[src/rtl/vatlb_pkg.sv]
package vatlb_pkg;

  // Page size codes stored in each entry.
  typedef enum logic [1:0] {
    SZ_4K  = 2'b00,
    SZ_64K = 2'b01,
    SZ_1M  = 2'b10,
    SZ_16M = 2'b11
  } pageSize_e;

  // Strobes the control sends to the datapath.
  typedef struct packed {
    logic load;      // write one entry
    logic clearAll;  // drop every valid bit
    logic capture;   // register a lookup result
  } tlbStrobe_t;

  // Mask covering the in-page offset for a size code.
  function automatic logic [31:0] offsetMask(input pageSize_e sz);
    logic [31:0] m;
    case (sz)
      SZ_4K:   m = 32'h0000_0FFF;
      SZ_64K:  m = 32'h0000_FFFF;
      SZ_1M:   m = 32'h000F_FFFF;
      default: m = 32'h00FF_FFFF;
    endcase
    return m;
  endfunction

endpackage

[src/rtl/vatlb_datapath.sv]
module vatlb_datapath
  import vatlb_pkg::*;
#(
  parameter int ENTRIES = 8,
  parameter int IDXW    = $clog2(ENTRIES)
) (
  input  logic             clk,
  input  logic             rstN,
  input  tlbStrobe_t       strobe,
  input  logic [IDXW-1:0]  wrIdx,
  input  logic [31:0]      wrVirt,
  input  logic [31:0]      wrPhys,
  input  pageSize_e        wrSize,
  input  logic             wrValid,
  input  logic [31:0]      lookupVa,
  output logic             anyMatch,
  output logic             hit,
  output logic             miss,
  output logic             multiHit,
  output logic [IDXW-1:0]  hitIdx,
  output logic [31:0]      physAddr
);

  localparam int CNTW = $clog2(ENTRIES + 1);

  logic [31:0] tagQ  [ENTRIES];
  logic [31:0] physQ [ENTRIES];
  pageSize_e   sizeQ [ENTRIES];
  logic [31:0] maskW [ENTRIES];
  logic [ENTRIES-1:0] validQ;
  logic [ENTRIES-1:0] matchW;

  // Entry storage and per-entry masked compare.
  for (genvar e = 0; e < ENTRIES; e++) begin : g_entry
    always_ff @(posedge clk or negedge rstN) begin
      if (!rstN) begin
        validQ[e] <= 1'b0;
        tagQ[e]   <= '0;
        physQ[e]  <= '0;
        sizeQ[e]  <= SZ_4K;
      end else if (strobe.clearAll) begin
        validQ[e] <= 1'b0;
      end else if (strobe.load && wrIdx == IDXW'(e)) begin
        validQ[e] <= wrValid;
        tagQ[e]   <= wrVirt;
        physQ[e]  <= wrPhys;
        sizeQ[e]  <= wrSize;
      end
    end

    assign maskW[e]  = offsetMask(sizeQ[e]);
    assign matchW[e] = validQ[e] && (((lookupVa ^ tagQ[e]) & ~maskW[e]) == 32'h0);
  end

  // Lowest index wins; count matches for overlap detection.
  logic [IDXW-1:0] selIdx;
  logic            found;
  logic [CNTW-1:0] matchCnt;
  logic [31:0]     translated;

  always_comb begin
    selIdx   = '0;
    found    = 1'b0;
    matchCnt = '0;
    for (int e = 0; e < ENTRIES; e++) begin
      if (matchW[e]) begin
        if (!found) begin
          selIdx = IDXW'(e);
          found  = 1'b1;
        end
        matchCnt = matchCnt + CNTW'(1);
      end
    end
  end

  assign translated = (physQ[selIdx] & ~maskW[selIdx]) | (lookupVa & maskW[selIdx]);
  assign anyMatch   = found;

  // Registered lookup result.
  always_ff @(posedge clk or negedge rstN) begin
    if (!rstN) begin
      hit      <= 1'b0;
      miss     <= 1'b0;
      multiHit <= 1'b0;
      hitIdx   <= '0;
      physAddr <= '0;
    end else begin
      hit      <= strobe.capture && found;
      miss     <= strobe.capture && !found;
      multiHit <= strobe.capture && (matchCnt > CNTW'(1));
      hitIdx   <= (strobe.capture && found) ? selIdx : '0;
      physAddr <= (strobe.capture && found) ? translated : 32'h0;
    end
  end

endmodule

[src/rtl/vatlb_ctrl.sv]
module vatlb_ctrl
  import vatlb_pkg::*;
#(
  parameter int ENTRIES = 8,
  parameter int IDXW    = $clog2(ENTRIES)
) (
  input  logic            clk,
  input  logic            rstN,
  input  logic            wrEn,
  input  logic            invAll,
  input  logic            lookupEn,
  input  logic            irqClr,
  input  logic            anyMatch,
  output tlbStrobe_t      strobe,
  output logic [IDXW-1:0] victimIdx,
  output logic            irq
);

  localparam logic [IDXW-1:0] LAST_IDX = IDXW'(ENTRIES - 1);

  logic acceptWr;
  logic missNow;

  assign acceptWr = wrEn && !invAll;
  assign missNow  = lookupEn && !anyMatch;

  always_comb begin
    strobe.load     = acceptWr;
    strobe.clearAll = invAll;
    strobe.capture  = lookupEn;
  end

  // Round-robin replacement suggestion.
  always_ff @(posedge clk or negedge rstN) begin
    if (!rstN) begin
      victimIdx <= '0;
    end else if (invAll) begin
      victimIdx <= '0;
    end else if (acceptWr) begin
      victimIdx <= (victimIdx == LAST_IDX) ? '0 : victimIdx + IDXW'(1);
    end
  end

  // Sticky fault line; a fresh miss outranks a clear.
  always_ff @(posedge clk or negedge rstN) begin
    if (!rstN) begin
      irq <= 1'b0;
    end else begin
      irq <= (irq && !irqClr) || missNow;
    end
  end

endmodule

[src/rtl/vatlb.sv]
module vatlb
  import vatlb_pkg::*;
#(
  parameter int ENTRIES = 8
) (
  input  logic                       clk,
  input  logic                       rstN,
  input  logic                       wrEn,
  input  logic [$clog2(ENTRIES)-1:0] wrIdx,
  input  logic [31:0]                wrVirt,
  input  logic [31:0]                wrPhys,
  input  logic [1:0]                 wrSize,
  input  logic                       wrValid,
  input  logic                       invAll,
  input  logic                       lookupEn,
  input  logic [31:0]                lookupVa,
  input  logic                       irqClr,
  output logic                       hit,
  output logic                       miss,
  output logic                       multiHit,
  output logic [$clog2(ENTRIES)-1:0] hitIdx,
  output logic [31:0]                physAddr,
  output logic                       irq,
  output logic [$clog2(ENTRIES)-1:0] victimIdx
);

  localparam int IDXW = $clog2(ENTRIES);

  tlbStrobe_t strobe;
  logic       anyMatch;

  vatlb_ctrl #(.ENTRIES(ENTRIES), .IDXW(IDXW)) u_ctrl (
    .clk       (clk),
    .rstN      (rstN),
    .wrEn      (wrEn),
    .invAll    (invAll),
    .lookupEn  (lookupEn),
    .irqClr    (irqClr),
    .anyMatch  (anyMatch),
    .strobe    (strobe),
    .victimIdx (victimIdx),
    .irq       (irq)
  );

  vatlb_datapath #(.ENTRIES(ENTRIES), .IDXW(IDXW)) u_dp (
    .clk      (clk),
    .rstN     (rstN),
    .strobe   (strobe),
    .wrIdx    (wrIdx),
    .wrVirt   (wrVirt),
    .wrPhys   (wrPhys),
    .wrSize   (pageSize_e'(wrSize)),
    .wrValid  (wrValid),
    .lookupVa (lookupVa),
    .anyMatch (anyMatch),
    .hit      (hit),
    .miss     (miss),
    .multiHit (multiHit),
    .hitIdx   (hitIdx),
    .physAddr (physAddr)
  );

endmodule

[config.mk]
export PLATFORM = sky130hd
export DESIGN_NAME = vatlb
export DESIGN_NICKNAME = d
export VERILOG_FILES = /design/src/rtl/vatlb_pkg.sv /design/src/rtl/vatlb_datapath.sv /design/src/rtl/vatlb_ctrl.sv /design/src/rtl/vatlb.sv
export SDC_FILE = /design/constraint.sdc
export NUM_CORES = 1
export LEC_CHECK = 0
export CORE_UTILIZATION = 53
export DETAILED_ROUTE_END_ITERATION = 10
export DONT_BUFFER_PORTS = 1
export GPL_TIMING_DRIVEN = 0
export PLACE_DENSITY_LB_ADDON = 0.25
export SLEW_MARGIN = 40
export SYNTH_ARGS = -nofsm -noshare
export SYNTH_HDL_FRONTEND = slang
export SYNTH_SLANG_ARGS = --single-unit
export TNS_END_PERCENT = 100
[constraint.sdc]
create_clock -name clk -period 8.9 [get_ports clk]
set_input_delay 1.335 -clock clk [delete_from_list [all_inputs] [get_ports clk]]
set_output_delay 1.335 -clock clk [all_outputs]
set_load 0.01 [all_outputs]
; After elaboration in Yosys (flattened, before gate mapping)
; Index checks and enable logic that the tools add are counted.
[word_totals]
ff_bits = 578
in_bits = 108
out_inout_bits = 42
wordCells = 227
[classes]
n_addsub = 8
magnitude_cmp = 2
eq_ne = 24
mux = 65
bitwise_logic = 30
n_reduce_logical = 59
[ops]
columns = cell, n
row1 = 24-bit one-hot mux with 3 select lines, 8
row2 = 32-bit bitwise AND, 10
row3 = 32-bit logical NOT, 8
row4 = 24-bit inverter with 32-bit output, 8
row5 = 32-bit bitwise XOR, 8
row6 = 32-bit binary-select mux with 3-bit select, 2
row7 = 32-bit two-way mux, 5
row8 = 3-bit two-way mux, 17
row9 = 32-bit inverter, 1
row10 = 32-bit OR, 1
row11 = 4-bit two-way mux, 7
row12 = 1-bit two-way mux, 26
row13 = "4-bit by 1-bit adder with 4-bit output, second input constant", 6
row14 = 1-bit logical AND, 21
row15 = 2-bit nonzero test, 9
row16 = "2-bit by 1-bit == test with 1-bit output, second input constant", 8
row17 = "2-bit == test, second input constant", 8
row18 = 2-bit logical NOT, 8
row19 = 2-bit AND reduction, 8
row20 = "3-bit == test, second input constant", 5
row21 = "3-bit by 2-bit == test with 1-bit output, second input constant", 2
row22 = "4-bit greater-or-equal comparator, second input constant", 1
row23 = "4-bit by 1-bit > comparator with 1-bit output, second input constant", 1
row24 = 3-bit inverter with 4-bit output, 1
row25 = 7 further kinds, 9

; Longest topological paths before layout
[logic_depth]
ltp_word = 29
ltp_mapped = 26
ltp_nobuf = 25

; By module
; A second synthesis with hierarchy kept.
[hier_totals]
hier_cells = 1463
area_unflattened_um2 = 19077.0
[by_module_without_submodules]
columns = mod, instances, cells_each, area_per_inst_um2, seq_area_each_um2
row1 = vatlb_datapath, 1, 1442, 18853.1, 9559.2
row2 = vatlb_ctrl, 1, 21, 224.0, 100.1

; Least setup slack after synthesis
; Ideal clock, no wire load.
[synth_timing]
kind = input -> register
startpoint = in lookupVa[31]
endpoint = reg u_dp.multiHit
setup_time_ns = 0.074
arrival_ns = 6.129
required_ns = 8.826
setup_slack_ns = 2.697
stages = 26
path_buffers = 1
cell_sequence = buf_2 > xor2_1 > nor4_1 > nand3_1 > nor4_1 > o221ai_1 > ha_1 > nand4b_1 > and2_1 > inv_1 > ha_1 > o21a_1 > ha_1 > and2_1 > a21oi_1 > inv_1 > xnor2_1 > ha_1 > nand4_1 > or4_1 > a211o_1 > nand2_1 > nor3_1 > a31o_2 > mux2_1 > o21ai_2
[synth_via]
elab_chain_len = 21
word_cells_on_any_way = 49
cone_classes = 7 x add/sub / 1 x order compare / 8 x mux / 16 x bitwise / 17 x reduce/logical
[synth_lines]
columns = item, line
row1 = from (decl), vatlb.sv:16  ; input logic [31:0] lookupVa,
row2 = 32-bit bitwise XOR, vatlb_datapath.sv:52  ; assign matchW[e] = validQ[e] && (((lookupVa ^ tagQ[e]) & ~maskW[e]) == 32'h0);
row3 = 32-bit bitwise AND, vatlb_datapath.sv:52
row4 = 32-bit logical NOT, vatlb_datapath.sv:52
row5 = 1-bit logical AND, vatlb_datapath.sv:52
row6 = 1-bit two-way mux, vatlb_datapath.sv:66  ; if (matchW[e]) begin
row7 = 1-bit by 1-bit adder with 2-bit output, vatlb_datapath.sv:71  ; matchCnt = matchCnt + CNTW'(1);
row8 = 4-bit two-way mux, vatlb_datapath.sv:66
row9 = 4-bit by 1-bit adder with 4-bit output, vatlb_datapath.sv:71
row10 = [5 not listed], -
row11 = 4-bit by 1-bit adder with 4-bit output, vatlb_datapath.sv:71
row12 = 4-bit two-way mux, vatlb_datapath.sv:66
row13 = 4-bit by 1-bit adder with 4-bit output, vatlb_datapath.sv:71
row14 = 4-bit two-way mux, vatlb_datapath.sv:66
row15 = 4-bit by 1-bit adder with 4-bit output, vatlb_datapath.sv:71
row16 = 4-bit two-way mux (*), vatlb_datapath.sv:66
row17 = 4-bit by 1-bit > comparator with 1-bit output (*), vatlb_datapath.sv:90  ; multiHit <= strobe.capture && (matchCnt > CNTW'(1));
row18 = 1-bit logical AND (*), vatlb_datapath.sv:90
row19 = to (signal assigned), vatlb_datapath.sv:90
row20 = to (decl), vatlb_datapath.sv:19  ; output logic multiHit,
; Mark *: on every way between the ends. The rest lies on a longest branch, timed or not.
; A chain may end at the register's enable or synchronous reset.

; Final worst setup path
; Ends and elaborated chain as after synthesis.

==> out/qor.csv <==
metric,value,unit
status,"finished, final reports clean",
"commonest non-fill, non-tap cell in the layout",dfrtp_1,
max_cap viols,0,
fmax,140,MHz
Antenna Cells,0,
Num CTS Buffers,43,
post-route setup slack,1.77,ns
DIE AREA,36800,µm²
Final Hold Vio Count,0,
area growth from synthesis to layout,10.7,%
RD Place Congestion,0.889,
number of flops mapped to enable cells by yosys,0,
yosys warns,0,
Slew Limit Fails,0,
worst vdd ir,0.177,mV
Core Region,35500,µm²
Iteration-0 DRC Markers,708,
Detailed Route WL,47000,µm
post-cts resize count,0,
CTS Hold Bufs,0,
Setup WS pre-CTS,1.28,ns
syn nets,1579,
# rows,69,
# nets final,1626,
Avg WL per Cell,23.5,µm
post-DP HPWL,32200,µm
Worst Path Max Fanout,8,
Root Buffer,clkbuf_16,
drt via density,5.97,
Via Count,11900,
WP data arrival,7.58,ns
#FFs+latches synth,386,
grt total ovfl,0,
fraction of layout cells with a size suffix above 1,0.339,
Area contributors post-synth,"dfrtp_1 51%, mux2_2 21%, xnor2_1 4.6%, xor2_1 3.1%, mux2i_1 2.8%",
initial antenna violation count,1,
Starting Density,0.538,
postcts setup bufs,0,
period utilization,0.801,
CP Class,primary input to flop,
final setup TNS,0,ns
# IOs,150,
Most used DFF post-synth,dfrtp_1,
post-synth top area cell,dfrtp_1,
Worst-path clk slew,0.06,ns
Yosys cell types,75,
vias in the first global route,12500,
Mapped Cells,1460,
top-area cell type share of the netlist area,0.506,
DRT Pass-1 Iters,5,
RSZ-0062 raised after global routing,false,
DIE HEIGHT,192,µm
async set-reset flop share out of synthesis,1.00,
"Seq/Total Area, Yosys",0.506,
Worst setup SP type,primary input,
Slew headroom,0.418,
leak pwr,9.31,nW
DR DRC count,0,
Worst Setup End Kind,flop,
Tot GR Track Use,0.266,
first-pass GRT wire length,73500,µm
Clock Tree Buf Depth,3,
clock sinks,386,
CTS tree,yes,
Die W,192,µm
Antenna Nets Post-Route,0,
Critical Path RT,9.36,ns
fillers,2801,
HP Class,primary input to async pin,
syn avg cell area,13.1,µm²
Worst-Skew Late Latency,0.56,ns
most frequent cells in the layout,"386 x dfrtp_1, 360 x mux2_2, 100 x xnor2_1",
placed insts,1922,
P per Cell Area,234,nW/µm²
Slew @ Worst Pin,0.873,ns
Post-Layout Cell Count,1999,
H-tree depth,2,
port bufs,0,
Worst Clk Skew,0.0374,ns
crit path time final,7.13,ns
hold slack,0.478,ns
Netlist Area Pre-Place,19100,µm²
largest net degree at the start of global routing,387,
# setup viols final,0,
[registers in the layout (all words and copies together) (netlist names)]
name,cells
u_ctrl.irq,1
u_ctrl.victimIdx,3
u_dp.hit,1
u_dp.hitIdx,3
u_dp.miss,1
u_dp.multiHit,1
u_dp.physAddr,32
u_dp.physQ,160
u_dp.sizeQ,16
u_dp.tagQ,160
u_dp.validQ,8
[final timing paths]
check | to | slack (ns) | depth (start not counted) | startpoint
setup / recovery | u_dp.multiHit$_DFF_PN0_ | 1.77 | 26 | lookupVa[31]
hold / removal | u_dp.physQ[213]$_DFFE_PN0P_ | 0.48 | 0 | rstN
setup reg to reg | u_dp.multiHit$_DFF_PN0_ | 2.38 | 25 | u_dp.tagQ[255]$_DFFE_PN0P_
hold reg to reg | u_dp.physQ[218]$_DFFE_PN0P_ | 0.50 | 1 | u_dp.physQ[218]$_DFFE_PN0P_
max in group asynchronous | u_dp.tagQ[27]$_DFFE_PN0P_ | 7.87 | 0 | rstN
min in group clk | u_dp.physQ[218]$_DFFE_PN0P_ | 0.50 | 1 | u_dp.physQ[218]$_DFFE_PN0P_
[power breakdown]
group | total, W | internal [W] | switching [W]
Clock | 0.00177 | 0.00106 | 0.000710
Combinational | 0.000830 | 0.000485 | 0.000345
Sequential | 0.00234 | 0.00211 | 0.000222
Total | 0.00493 | 0.00365 | 0.00128
[layout make-up]
type	instances	area, µm²	area share
multi-input combinational	978	8900	0.422
tap	461	577	0.0273
clock inverter	14	170	0.00806
timing repair buffer	2	16.3	0.000770
clock buffer	62	1240	0.0587
inverter	13	48.8	0.00231
sequential	386	9660	0.457
buffer	83	500	0.0237
[cells by family after synthesis]
group,after synthesis,share of synthesized area
muxes,432,0.261
AOI/OAI and AO/OA,122,0.0502
and+or+nand+nor,242,0.0665
DFF,386,0.506
buffers and inverters,96,0.0282
adders and majority gates,11,0.00721
xor gates and xnor gates,171,0.0803
[worst max-delay path, stage by stage]
cell	delay [ns]
buf_2	0.26
xor2_1	0.11
nor4_1	0.28
nand3_1	0.13
nor4_1	0.63
o221ai_1	0.45
ha_1	0.45
nand4b_1	0.33
and2_1	0.25
inv_1	0.05
ha_1	0.25
o21a_1	0.21
ha_1	0.28
and2_1	0.15
a21oi_1	0.18
inv_1	0.10
xnor2_1	0.17
ha_1	0.22
nand4_1	0.15
or4_1	0.48
a211o_1	0.30
nand2_1	0.07
nor3_1	0.07
a31o_2	0.25
mux2_1	0.30
o21ai_2	0.09
[metrics by stage]
step	utilization	power (W)	instance area (µm²)
final	0.595	0.00493	21100
after detailed placement	0.555	0.00319	19700
after floorplan	-	0.00299	19100
after CTS	0.595	0.00497	21100
after global routing	0.595	0.00516	21100
after global placement	0.554	0.00314	19700
[synthesized netlist by cell type (all sizes together) (3+ instances only)]
library cell	instances
dfrtp	386
or3	5
xor2	68
a211oi	27
mux2	362
o21ai	10
nand2b	3
nor2b	4
ha	11
and3	3
nand3	17
buf	45
a41oi	5
nand4b	4
o31ai	4
and2	18
a41o	4
nand3b	4
or4	3
xnor2	101
a2111oi	3
a31oi	3
nor4	14
a21oi	32
nand4	21
nor3	20
inv	13
nor2	74
mux4	16
mux2i	54
nand2	43
o21a	3
a22o	8
o41ai	4
nor3b	5
clkbuf	38
[routing by layer]
metal	wire length, µm	GRT usage
met2	22000	0.422
met5	13	0
met1	20700	0.363
met4	1180	0.0800
met3	3040	0.0618
Power figures use the tool's default switching activity.
